## src/rtl/word_blend_pkg.sv

```systemverilog
package word_blend_pkg;
  typedef enum logic [1:0] {
    VAR_MERGE  = 2'b00,
    VAR_ZERO   = 2'b01,
    VAR_FULL   = 2'b10,
    VAR_RSVD   = 2'b11
  } blend_var_e;

  // Illegal when reserved, or full width without the capability.
  function automatic logic op_faults(input blend_var_e v, input logic wide_en);
    return (v == VAR_RSVD) || ((v == VAR_FULL) && !wide_en);
  endfunction
endpackage

```

## src/rtl/word_blend_lane.sv

```systemverilog
module word_blend_lane #(
  parameter int WORD_W = 16,
  parameter int WORDS  = 8,
  localparam int LANE_W = WORD_W * WORDS
) (
  input  logic [WORDS-1:0]  sel_b,
  input  logic [LANE_W-1:0] first,
  input  logic [LANE_W-1:0] second,
  output logic [LANE_W-1:0] lane_out
);
  function automatic logic [WORD_W-1:0] pick(input logic s,
                                             input logic [WORD_W-1:0] x,
                                             input logic [WORD_W-1:0] y);
    return s ? y : x;
  endfunction

  for (genvar w = 0; w < WORDS; w++) begin : g_word
    assign lane_out[w*WORD_W +: WORD_W] =
      pick(sel_b[w], first[w*WORD_W +: WORD_W], second[w*WORD_W +: WORD_W]);
  end
endmodule

```

## src/rtl/word_blend_ctl.sv

```systemverilog
module word_blend_ctl
  import word_blend_pkg::*;
(
  input  logic       in_valid,
  input  logic [1:0] variant,
  input  logic       wide_en,
  output logic       fault_now,
  output logic       accept,
  output logic       keep_upper,
  output logic       zero_upper
);
  blend_var_e v;
  always_comb begin
    v          = blend_var_e'(variant);
    fault_now  = in_valid && op_faults(v, wide_en);
    accept     = in_valid && !op_faults(v, wide_en);
    keep_upper = (v == VAR_MERGE);
    zero_upper = (v == VAR_ZERO);
  end
endmodule

```

## src/rtl/word_blend_unit.sv

```systemverilog
module word_blend_unit #(
  parameter int WORD_W         = 16,
  parameter int WORDS_PER_LANE = 8,
  parameter int LANES          = 2,
  localparam int LANE_W = WORD_W * WORDS_PER_LANE,
  localparam int DATA_W = LANE_W * LANES
) (
  input  logic                      clk,
  input  logic                      rst,
  input  logic                      in_valid,
  input  logic [1:0]                variant,
  input  logic                      wide_en,
  input  logic [WORDS_PER_LANE-1:0] imm,
  input  logic [DATA_W-1:0]         src_a,
  input  logic [DATA_W-1:0]         src_b,
  input  logic [DATA_W-1:0]         dst_prior,
  output logic [DATA_W-1:0]         result,
  output logic                      res_valid,
  output logic                      fault
);
  logic fault_now, accept, keep_upper, zero_upper;
  logic [DATA_W-1:0] next_res;
  logic [DATA_W-1:0] res_q;
  logic vld_q, flt_q;

  word_blend_ctl u_ctl (
    .in_valid  (in_valid),
    .variant   (variant),
    .wide_en   (wide_en),
    .fault_now (fault_now),
    .accept    (accept),
    .keep_upper(keep_upper),
    .zero_upper(zero_upper)
  );

  for (genvar l = 0; l < LANES; l++) begin : g_lane
    logic [LANE_W-1:0] first_src;
    logic [LANE_W-1:0] blended;

    if (l == 0) begin : g_low
      // Merge variant blends into the destination itself.
      assign first_src = keep_upper ? dst_prior[l*LANE_W +: LANE_W]
                                    : src_a[l*LANE_W +: LANE_W];
      assign next_res[l*LANE_W +: LANE_W] = blended;
    end else begin : g_high
      assign first_src = src_a[l*LANE_W +: LANE_W];
      assign next_res[l*LANE_W +: LANE_W] =
        keep_upper ? dst_prior[l*LANE_W +: LANE_W] :
        zero_upper ? '0 : blended;
    end

    word_blend_lane #(.WORD_W(WORD_W), .WORDS(WORDS_PER_LANE)) u_lane (
      .sel_b   (imm),
      .first   (first_src),
      .second  (src_b[l*LANE_W +: LANE_W]),
      .lane_out(blended)
    );
  end

  always_ff @(posedge clk) begin
    if (rst) begin
      res_q <= '0;
      vld_q <= 1'b0;
      flt_q <= 1'b0;
    end else begin
      vld_q <= in_valid;
      flt_q <= fault_now;
      if (accept) res_q <= next_res;
    end
  end

  assign result    = res_q;
  assign res_valid = vld_q;
  assign fault     = flt_q;
endmodule

```

## config.mk

```make
export PLATFORM = sky130hd
export DESIGN_NAME = word_blend_unit
export DESIGN_NICKNAME = d
export VERILOG_FILES = /design/src/rtl/word_blend_pkg.sv /design/src/rtl/word_blend_lane.sv /design/src/rtl/word_blend_ctl.sv /design/src/rtl/word_blend_unit.sv
export SDC_FILE = /design/constraint.sdc
export NUM_CORES = 1
export LEC_CHECK = 0
export BUFFER_PORTS_ARGS = -buffer_cell sky130_fd_sc_hd__buf_2
export CORE_AREA = 2 2 406 408
export DETAILED_ROUTE_END_ITERATION = 10
export DIE_AREA = 0 0 408 410
export PLACE_DENSITY = 0.39
export SLEW_MARGIN = 20
export SYNTH_ARGS = -nofsm -noshare
export SYNTH_HDL_FRONTEND = slang
export SYNTH_SLANG_ARGS = --single-unit
```

## constraint.sdc

```tcl
create_clock -name clk -period 1.15 [get_ports clk]
set_input_delay 0.0575 -clock clk [delete_from_list [all_inputs] [get_ports clk]]
set_output_delay 0.0575 -clock clk [all_outputs]
set_load 0.02 [all_outputs]
```

==> results of run 1 <==
## per-layer routing
metal,up-vias,part of all wire
met2,990,0.49
met3,217,0.066
met4,26,0.025
li1,9983,-
met5,-,0.0013
met1,10600,0.42
## registers in the layout (all words and copies together) (netlist names)
signal     count
fault          1
res_valid      1
result       256
## path summary, 6_finish.rpt
| path | from | to | slack [ps] | depth (start not counted) |
|---|---|---|---|---|
| worst min register to register | result[252]$_SDFFE_PP0P_ | result[252]$_SDFFE_PP0P_ | 470 | 1 |
| worst max register to register | result[97]$_SDFFE_PP0P_ | result[97]$_SDFFE_PP0P_ | 380 | 2 |
| worst max-delay path | result[154]$_SDFFE_PP0P_ | result[154] | -40 | 1 |
| worst min-delay path | src_b[193] | result[193]$_SDFFE_PP0P_ | -50 | 4 |
## cell usage in the layout (no fill, tap or decap), types with 235 or more instances in the layout
master	synthesis	routed
buf_2	95	775
nand2b_1	256	256
dfxtp_2	0	235
buf_6	23	252
dlygate4sd3_1	0	672
buf_4	16	268
## cells by family (layout without fill, tap and decap cells)
family          count (synthesis)  in the layout  synth area share
other cells                     0             27                 0
buf+inv                       198           2103            0.0718
flops                         258            258             0.339
mux                           128            128            0.0840
simple gates                  519            519             0.193
compound gates                515            515             0.313
## cell type report
type / count / area, um^2 / area share
well taps: 2189 / 2740 / 0.0771
multi-input cells: 1162 / 9070 / 0.255
repair buffers: 2037 / 16800 / 0.474
clock buffers: 57 / 1140 / 0.0320
diodes: 27 / 67.6 / 0.00190
clock inverters: 9 / 135 / 0.00380
flip-flops and latches: 258 / 5550 / 0.156
## timing repair
item | in CTS | in global routing
pin swaps | 0 | 31
hold buffers | 702 | 24
gates cloned | 0 | 3
hold endpoints to repair | 256 | 21
gates resized for setup | 797 | 12
setup endpoints to repair | 258 | 351
setup buffers | 9 | 21
## power breakdown
| part | switching, mW | internal [mW] |
|---|---|---|
| Clock | 5.09 | 7.48 |
| Sequential | 0.596 | 9.77 |
| Combinational | 5.34 | 6.15 |
==> flow_summary_export.csv, run 1 <==
group,metric,value,unit
synth,syn_area,0.0153,mm^2
synth,avgSynthCellArea,9.43,um^2
global_route,grt_util_met2,0.260,
finish,layout-drive-gt1-share,0.513,
setup_path,cpMaxStageDelayCell,"dfxtp_4",
floorplan,core_region_area,0.163,mm^2
placement,gp_congestion,0.915,
placement,post_dp_cell_area,0.0251,mm^2
cts,clock_latency,580,ps
timing,hold_viol,20,
finish,finish.utilization,0.217,
timing,setup_violations,9,
global_route,antenna_found_initial,84,
floorplan,fp.dieH,410,um
placement,portBuffers,1039,
routing,drc,0,
job,drv_cap,0,
routing,viasPerCell,3.80,
cts,ctsRootBufferMaster,"clkbuf_16",
synth,yosys_register_bits,258,
outcome,status,"finished with violations",
cts,clock_path_buffers,3,
setup_path,critPathMaxFanout,2,
setup_path,startpoint_type,"flop",
floorplan,initial_core_util,0.0933,
synth,yosys_warnings,0,
floorplan,num_rows,149,
synth,synth_edf_count,0,
floorplan,dieWidth,408,um
synth,yosys.cell_count.top_type,"dfxtp_1",
setup_path,cp_top_family,"flip-flops",
setup_path,cp.required,1090,ps
hold_path,min_path_type,"in2reg",
timing,fmax,0.839,GHz
setup_path,endpoint_kind,"primary output",
setup_path,arrival,1130,ps
routing,vias,21800,
synth,synth_area_leader_cell,"dfxtp_1",
finish,stdcell_count,5739,
synth,synth_cells,1618,
global_route,grt_max_degree,40,
synth,ys.flop_type,"dfxtp_1",
finish,design_area,0.0355,mm^2
timing,setup_ws,-41.7,ps
global_route,grt_pass1_wl,178000,um
timing,drv_slew,0,
timing,timing.slew.headroom,0.617,
timing,rsz0062_at_grt,"yes",
outcome,violations,"negative hold slack, negative setup slack",
cts,cts_tree,"built",
power_and_ir_drop,total_power,34.4,mW
cts,clk_pin_slew,60,ps
synth,synth_nets,2400,
routing,routed_wirelength,132000,um
timing,worstMarginPinSlew,569,ps
placement,place_inst,4941,
routing,antenna_left,0,
routing,wl_per_cell,23.0,um
global_route,grt_use_met3,0.0374,
global_route,grt_usage,0.150,
setup_path,crit_chain,"buf_6",
global_route,first_global_vias,22700,
synth,synth_top_cell_area_share,0.339,
setup_path,slowest_delay,400,ps
setup_path,path_class,"reg2out",
power_and_ir_drop,irDropWorstVdd,0.000794,V
global_route,grt.overflow.total,0,
timing,period_minus_slack,1190,ps
setup_path,cp_num_buf_inv,1,
timing,holdWs,-50.1,ps
cts,cts.sinks,258,
synth,yosysUniqueCellTypes,22,
routing,drt_iter0_markers,1113,
synth,seq_area_frac_synth,0.339,
synth,async_flop_share,0,
synth,synth_commonest_cells,"dfxtp_1 (258), nand2b_1 (256)",
floorplan,boundaryPins,1040,
placement,hpwl,108000,um
timing,fin_tns_setup,-101,ps
global_route,grt-busiest-layer,"met2",
placement,place_ws,-424,ps
power_and_ir_drop,p_leak,15.2,nW
cts,cts_buffers,38,
timing,skew,0,ps
finish,area_delta_synth_final,133,%
routing,firstDrtPassIters,5,
timing,fin_crit_sh,1.04,
finish,nNetsFinal,4279,
power_and_ir_drop,power_density,969,mW/mm^2
cts,cts.htree.levels,2,
synth,synthTopCellsByArea,"dfxtp_1 (34%), a221oi_2 (12%), nand2b_1 (10%)",
floorplan,die_area,0.167,mm^2
global_route,grtUsageMet1,0.184,
finish,fillers,18000,
No activity file was read; power rests on OpenSTA's default activity.
==> run 2: changes to the inputs <==
--- a/config.mk
+++ b/config.mk
@@ -7,6 +7,7 @@
 export LEC_CHECK = 0
 export BUFFER_PORTS_ARGS = -buffer_cell sky130_fd_sc_hd__buf_2
 export CORE_AREA = 2 2 406 408
+export CTS_CLUSTER_DIAMETER = 80
 export DETAILED_ROUTE_END_ITERATION = 10
 export DIE_AREA = 0 0 408 410
 export PLACE_DENSITY = 0.39
==> constraint.sdc (replaced) <==
create_clock -name clk -period 0.99 [get_ports clk]
set_input_delay 0.0495 -clock clk [delete_from_list [all_inputs] [get_ports clk]]
set_output_delay 0.0495 -clock clk [all_outputs]
set_load 0.02 [all_outputs]
==> run 2 against run 1 <==
The run ends with negative setup slack left. Combinational power grew 15%. Power grew 19%. Worst setup slack lost 140 ps. Largest cell class unchanged. Largest power group unchanged. Highest routed layer unchanged.
==> flow_summary_export.csv, run 2 (same netlist as run 1, synthesis figures left out) <==
group,metric,value,unit
setup_path,critPathMaxFanout,2,
hold_path,holdPathStages,5,
power_and_ir_drop,seq_power_share,0.294,
timing,fin_crit_sh,1.18,
setup_path,cp_num_buf_inv,1,
global_route,grt_max_degree,66,
placement,gp_congestion,0.921,
finish,design_area,0.0359,mm^2
power_and_ir_drop,combPwrFrac,0.322,
timing,hold_viol,0,
setup_path,cpMaxStageDelayCell,"dfxtp_4",
cts,clock_latency,590,ps
global_route,first_global_vias,22800,
hold_path,min_path_type,"in2reg",
cts,ctsRootBufferMaster,"clkbuf_16",
timing,fmax,0.853,GHz
setup_path,reg2reg_depth,2,
power_and_ir_drop,power_density,1140,mW/mm^2
finish,mostFrequentLayoutCell,"buf_2",
job,drv_cap,0,
floorplan,core_region_area,0.163,mm^2
power_and_ir_drop,total_power,40.9,mW
global_route,grt_pass1_wl,173000,um
floorplan,fp.dieH,410,um
setup_path,crit_chain,"buf_6",
routing,viasPerCell,3.74,
routing,vias,21600,
global_route,grt.overflow.total,0,
routing,antenna_left,0,
floorplan,num_rows,149,
setup_path,endpoint_kind,"primary output",
finish,layout-drive-gt1-share,0.497,
finish,area_delta_synth_final,135,%
power_and_ir_drop,p_int,27.9,mW
placement,portBuffers,1039,
finish,mostFrequentLayoutCells,"buf_2 (776), dlygate4sd3_1 (747), nand2b_1 (256)",
setup_path,cp.required,940,ps
timing,period_minus_slack,1170,ps
cts,cts.sinks,258,
floorplan,initial_core_util,0.0933,
outcome,violations,"negative setup slack",
finish,nNetsFinal,4299,
timing,skew,0,ps
routing,wl_per_cell,22.2,um
routing,drt_iter0_markers,1151,
power_and_ir_drop,switching_share,0.317,
global_route,antenna_found_initial,82,
setup_path,arrival,1120,ps
finish,fillers,18000,
setup_path,cp_top_family,"flip-flops",
timing,timing.slew.headroom,0.411,
floorplan,die_area,0.167,mm^2
outcome,status,"finished with violations",
cts,clk_pin_slew,60,ps
setup_path,slowest_delay,390,ps
power_and_ir_drop,p_leak,15.3,nW
cts,clock_path_buffers,3,
routing,drc,0,
power_and_ir_drop,irDropWorstVdd,0.000974,V
power_and_ir_drop,clkPwrFrac,0.384,
setup_path,startpoint_type,"flop",
cts,cts.htree.levels,2,
floorplan,boundaryPins,1040,
cts,cts_tree,"built",
setup_path,path_class,"reg2out",
timing,setup_violations,266,
routing,routed_wirelength,128000,um
timing,rsz0062_at_grt,"yes",
cts,cts_buffers,41,
setup_path,cp.depth,1,
placement,hpwl,104000,um
global_route,grt_usage,0.146,
timing,drv_slew,0,
timing,worstMarginPinSlew,884,ps
timing,setup_ws,-183,ps
power_and_ir_drop,net-switching-power,13.0,mW
routing,firstDrtPassIters,5,
placement,post_dp_cell_area,0.0248,mm^2
finish,largest_reg_flops,256,
floorplan,dieWidth,408,um
==> run 2: layout make-up <==
class | count | area, um^2 | area share
tap | 2189 | 2740 | 0.0763
clock buffer | 60 | 1270 | 0.0354
multi-input combinational | 1162 | 9090 | 0.253
sequential | 258 | 5530 | 0.154
timing repair buffer | 2054 | 17000 | 0.474
clock inverter | 16 | 163 | 0.00453
antenna | 35 | 87.6 | 0.00244
==> run 2: path summary, 6_finish.rpt <==
path / start / slack [ps] / endpoint
worst min-delay path: dst_prior[145] / 40 / result[145]$_SDFFE_PP0P_
worst max register to register: result[64]$_SDFFE_PP0P_ / 200 / result[64]$_SDFFE_PP0P_
worst max-delay path: result[116]$_SDFFE_PP0P_ / -180 / result[116]
worst min register to register: result[222]$_SDFFE_PP0P_ / 470 / result[222]$_SDFFE_PP0P_
==> run 2: what timing repair did <==
action                                 4_1_cts  5_1_grt
pin swaps                                    0        0
hold buffers                               750        1
gates resized for setup                    794       15
setup endpoints to repair                  258      282
buffers inserted                             1        7
endpoints found under the hold margin      257        1
==> run 2: metrics by stage <==
stage	utilization	setup TNS (ps)	hold slack (ps)	setup slack, ps	cells
floorplan	-	-18480	137	-86.3	1618
global placement	0.151	-108560	384	-556	4905
detailed placement	0.151	-112940	390	-580	4905
CTS	0.218	-49820	-24.9	-257	5732
global route	0.219	-45700	18.9	-243	5760
finish	0.220	-28160	44.2	-183	5774
==> run 2: layer usage <==
layer / up-vias / global-route usage / wire, um
li1: 10000 / - / -
met1: 10300 / 0.169 / 51500
met2: 944 / 0.248 / 61100
met3: 288 / 0.0430 / 9520
met4: 36 / 0.0599 / 5810
met5: - / 0 / 219
==> run 2: power by group through the flow <==
stage	logic [mW]	registers [mW]	clock network, mW
final	13.2	12.0	15.7
after CTS	13.2	12.0	16.4
after floorplan	3.58	12.8	0
after global placement	9.53	11.9	0
after detailed placement	9.53	11.9	0
after global routing	13.9	12.1	16.8
==> run 3: changes to the inputs <==
--- a/config.mk
+++ b/config.mk
@@ -10,6 +10,7 @@
 export CTS_CLUSTER_DIAMETER = 80
 export DETAILED_ROUTE_END_ITERATION = 10
 export DIE_AREA = 0 0 408 410
+export MAX_ROUTING_LAYER = met4
 export PLACE_DENSITY = 0.39
 export SLEW_MARGIN = 20
 export SYNTH_ARGS = -nofsm -noshare
==> run 3 against run 2 <==
The run ends with negative hold slack, negative setup slack left. Core utilization is 0.080 points higher. Global-route usage is 0.46 points higher. Sequential power is essentially flat. Sequential share of layout area down 0.056 points. Non-clock buffer count grew 9. Flip-flop and latch count did not move. Hold slack worse by 49 ps. Clock-buffer cell count rose by 2. Die area unchanged. Critical path type unchanged. Critical endpoint is now result[112].
==> flow_summary_export.csv, run 3 (same netlist as run 1, synthesis figures left out) <==
group,metric,value,unit
floorplan,dieWidth,408,um
global_route,grt.overflow.total,0,
timing,holdWs,-4.85,ps
finish,mostFrequentLayoutCells,"buf_2 (775), dlygate4sd3_1 (753), nand2b_1 (256)",
timing,drv_slew,0,
floorplan,initial_core_util,0.0933,
timing,fin_crit_sh,1.20,
floorplan,fp.dieH,410,um
setup_path,cp_num_buf_inv,1,
power_and_ir_drop,p_leak,15.3,nW
cts,cts.sinks,258,
placement,place_ws,-478,ps
timing,worstMarginPinSlew,656,ps
placement,gp_congestion,0.925,
outcome,status,"finished with violations",
timing,skew,0,ps
finish,mostFrequentLayoutCell,"buf_2",
routing,firstDrtPassIters,5,
finish,layout-drive-gt1-share,0.497,
power_and_ir_drop,power_density,1150,mW/mm^2
setup_path,crit_chain,"buf_6",
timing,rsz0062_at_grt,"yes",
timing,timing.slew.headroom,0.563,
placement,post_dp_cell_area,0.0247,mm^2
setup_path,endpoint_kind,"primary output",
cts,cts_tree,"built",
setup_path,critPathMaxFanout,2,
timing,setup_violations,264,
cts,cts_buffers,45,
routing,antenna_left,0,
setup_path,path_class,"reg2out",
routing,routed_wirelength,128000,um
setup_path,cpMaxStageDelayCell,"dfxtp_4",
timing,hold_viol,1,
routing,drc,0,
cts,clock_path_buffers,3,
finish,fillers,18000,
floorplan,num_rows,149,
finish,nNetsFinal,4312,
setup_path,cp.required,940,ps
cts,ctsRootBufferMaster,"clkbuf_16",
finish,area_delta_synth_final,136,%
routing,wl_per_cell,22.2,um
timing,setup_ws,-194,ps
setup_path,startpoint_type,"flop",
cts,cts.htree.levels,2,
routing,drt_iter0_markers,1185,
cts,clock_latency,610,ps
setup_path,slowest_delay,390,ps
floorplan,die_area,0.167,mm^2
power_and_ir_drop,irDropWorstVdd,0.00104,V
finish,finish.utilization,0.220,
floorplan,core_region_area,0.163,mm^2
timing,period_minus_slack,1180,ps
placement,portBuffers,1039,
setup_path,cp_top_family,"flip-flops",
floorplan,boundaryPins,1040,
cts,clk_pin_slew,60,ps
routing,viasPerCell,3.77,
outcome,violations,"negative hold slack, negative setup slack",
global_route,first_global_vias,22600,
setup_path,arrival,1130,ps
finish,largest_reg_flops,256,
routing,vias,21800,
finish,design_area,0.0360,mm^2
global_route,antenna_found_initial,75,
timing,fmax,0.845,GHz
job,drv_cap,0,
placement,hpwl,103000,um
global_route,grt_usage,0.150,
hold_path,min_path_type,"in2reg",
global_route,grt_pass1_wl,174000,um
global_route,grt_max_degree,98,
## run 3: layout make-up
class	count	area [um^2]	area share
antenna	41	103	0.00285
clock buffer	62	1310	0.0364
clock inverter	20	201	0.00559
multi-input combinational	1162	9080	0.252
sequential	258	5530	0.153
tap	2189	2740	0.0760
timing repair buffer	2063	17100	0.474
## run 3: stage by stage
| stage | cells | hold slack (ps) | power, mW | TNS [ps] |
|---|---|---|---|---|
| after floorplan | 1618 | 137 | 16.4 | -18480 |
| after global placement | 4897 | 384 | 21.4 | -94390 |
| after detailed placement | 4897 | 392 | 21.4 | -93710 |
| after CTS | 5742 | -102 | 42.4 | -91680 |
| after global routing | 5776 | -54.0 | 43.6 | -50090 |
| final | 5795 | -4.85 | 41.6 | -31720 |
## run 3: power breakdown
part	internal, mW	switching (mW)
Sequential	11.4	0.653
Combinational	7.09	6.05
Clock	9.85	6.59
## run 3: path summary, 6_finish.rpt
check | slack [ps] | depth (start not counted) | start | to
worst max-delay path | -190 | 1 | result[112]$_SDFFE_PP0P_ | result[112]
worst min-delay path | -5 | 4 | dst_prior[29] | result[29]$_SDFFE_PP0P_
worst max register to register | 220 | 2 | result[8]$_SDFFE_PP0P_ | result[8]$_SDFFE_PP0P_
worst min register to register | 460 | 1 | result[188]$_SDFFE_PP0P_ | result[188]$_SDFFE_PP0P_
## run 3: repair_timing
action                     CTS  global route
cloned                       0             0
hold endpoints to repair   258             3
pin swaps                    0             2
hold buffers               756             1
resized for setup          797             8
setup endpoints to repair  258           513
buffers inserted             7            13
## run 3: tightest hold or removal path, cell delays in order
cell and delay (ps):
buf_2 90, nor4_1 70, a21oi_1 200, a32o_1 190
## run 3: layer usage
layer | part of all wire | up-vias | GRT usage | wire [um]
li1 | - | 10100 | - | -
met1 | 0.42 | 10500 | 0.179 | 53700
met2 | 0.49 | 992 | 0.255 | 62600
met3 | 0.062 | 245 | 0.0300 | 7930
met4 | 0.033 | 0 | 0.0439 | 4220
met5 | 0 | - | - | 0
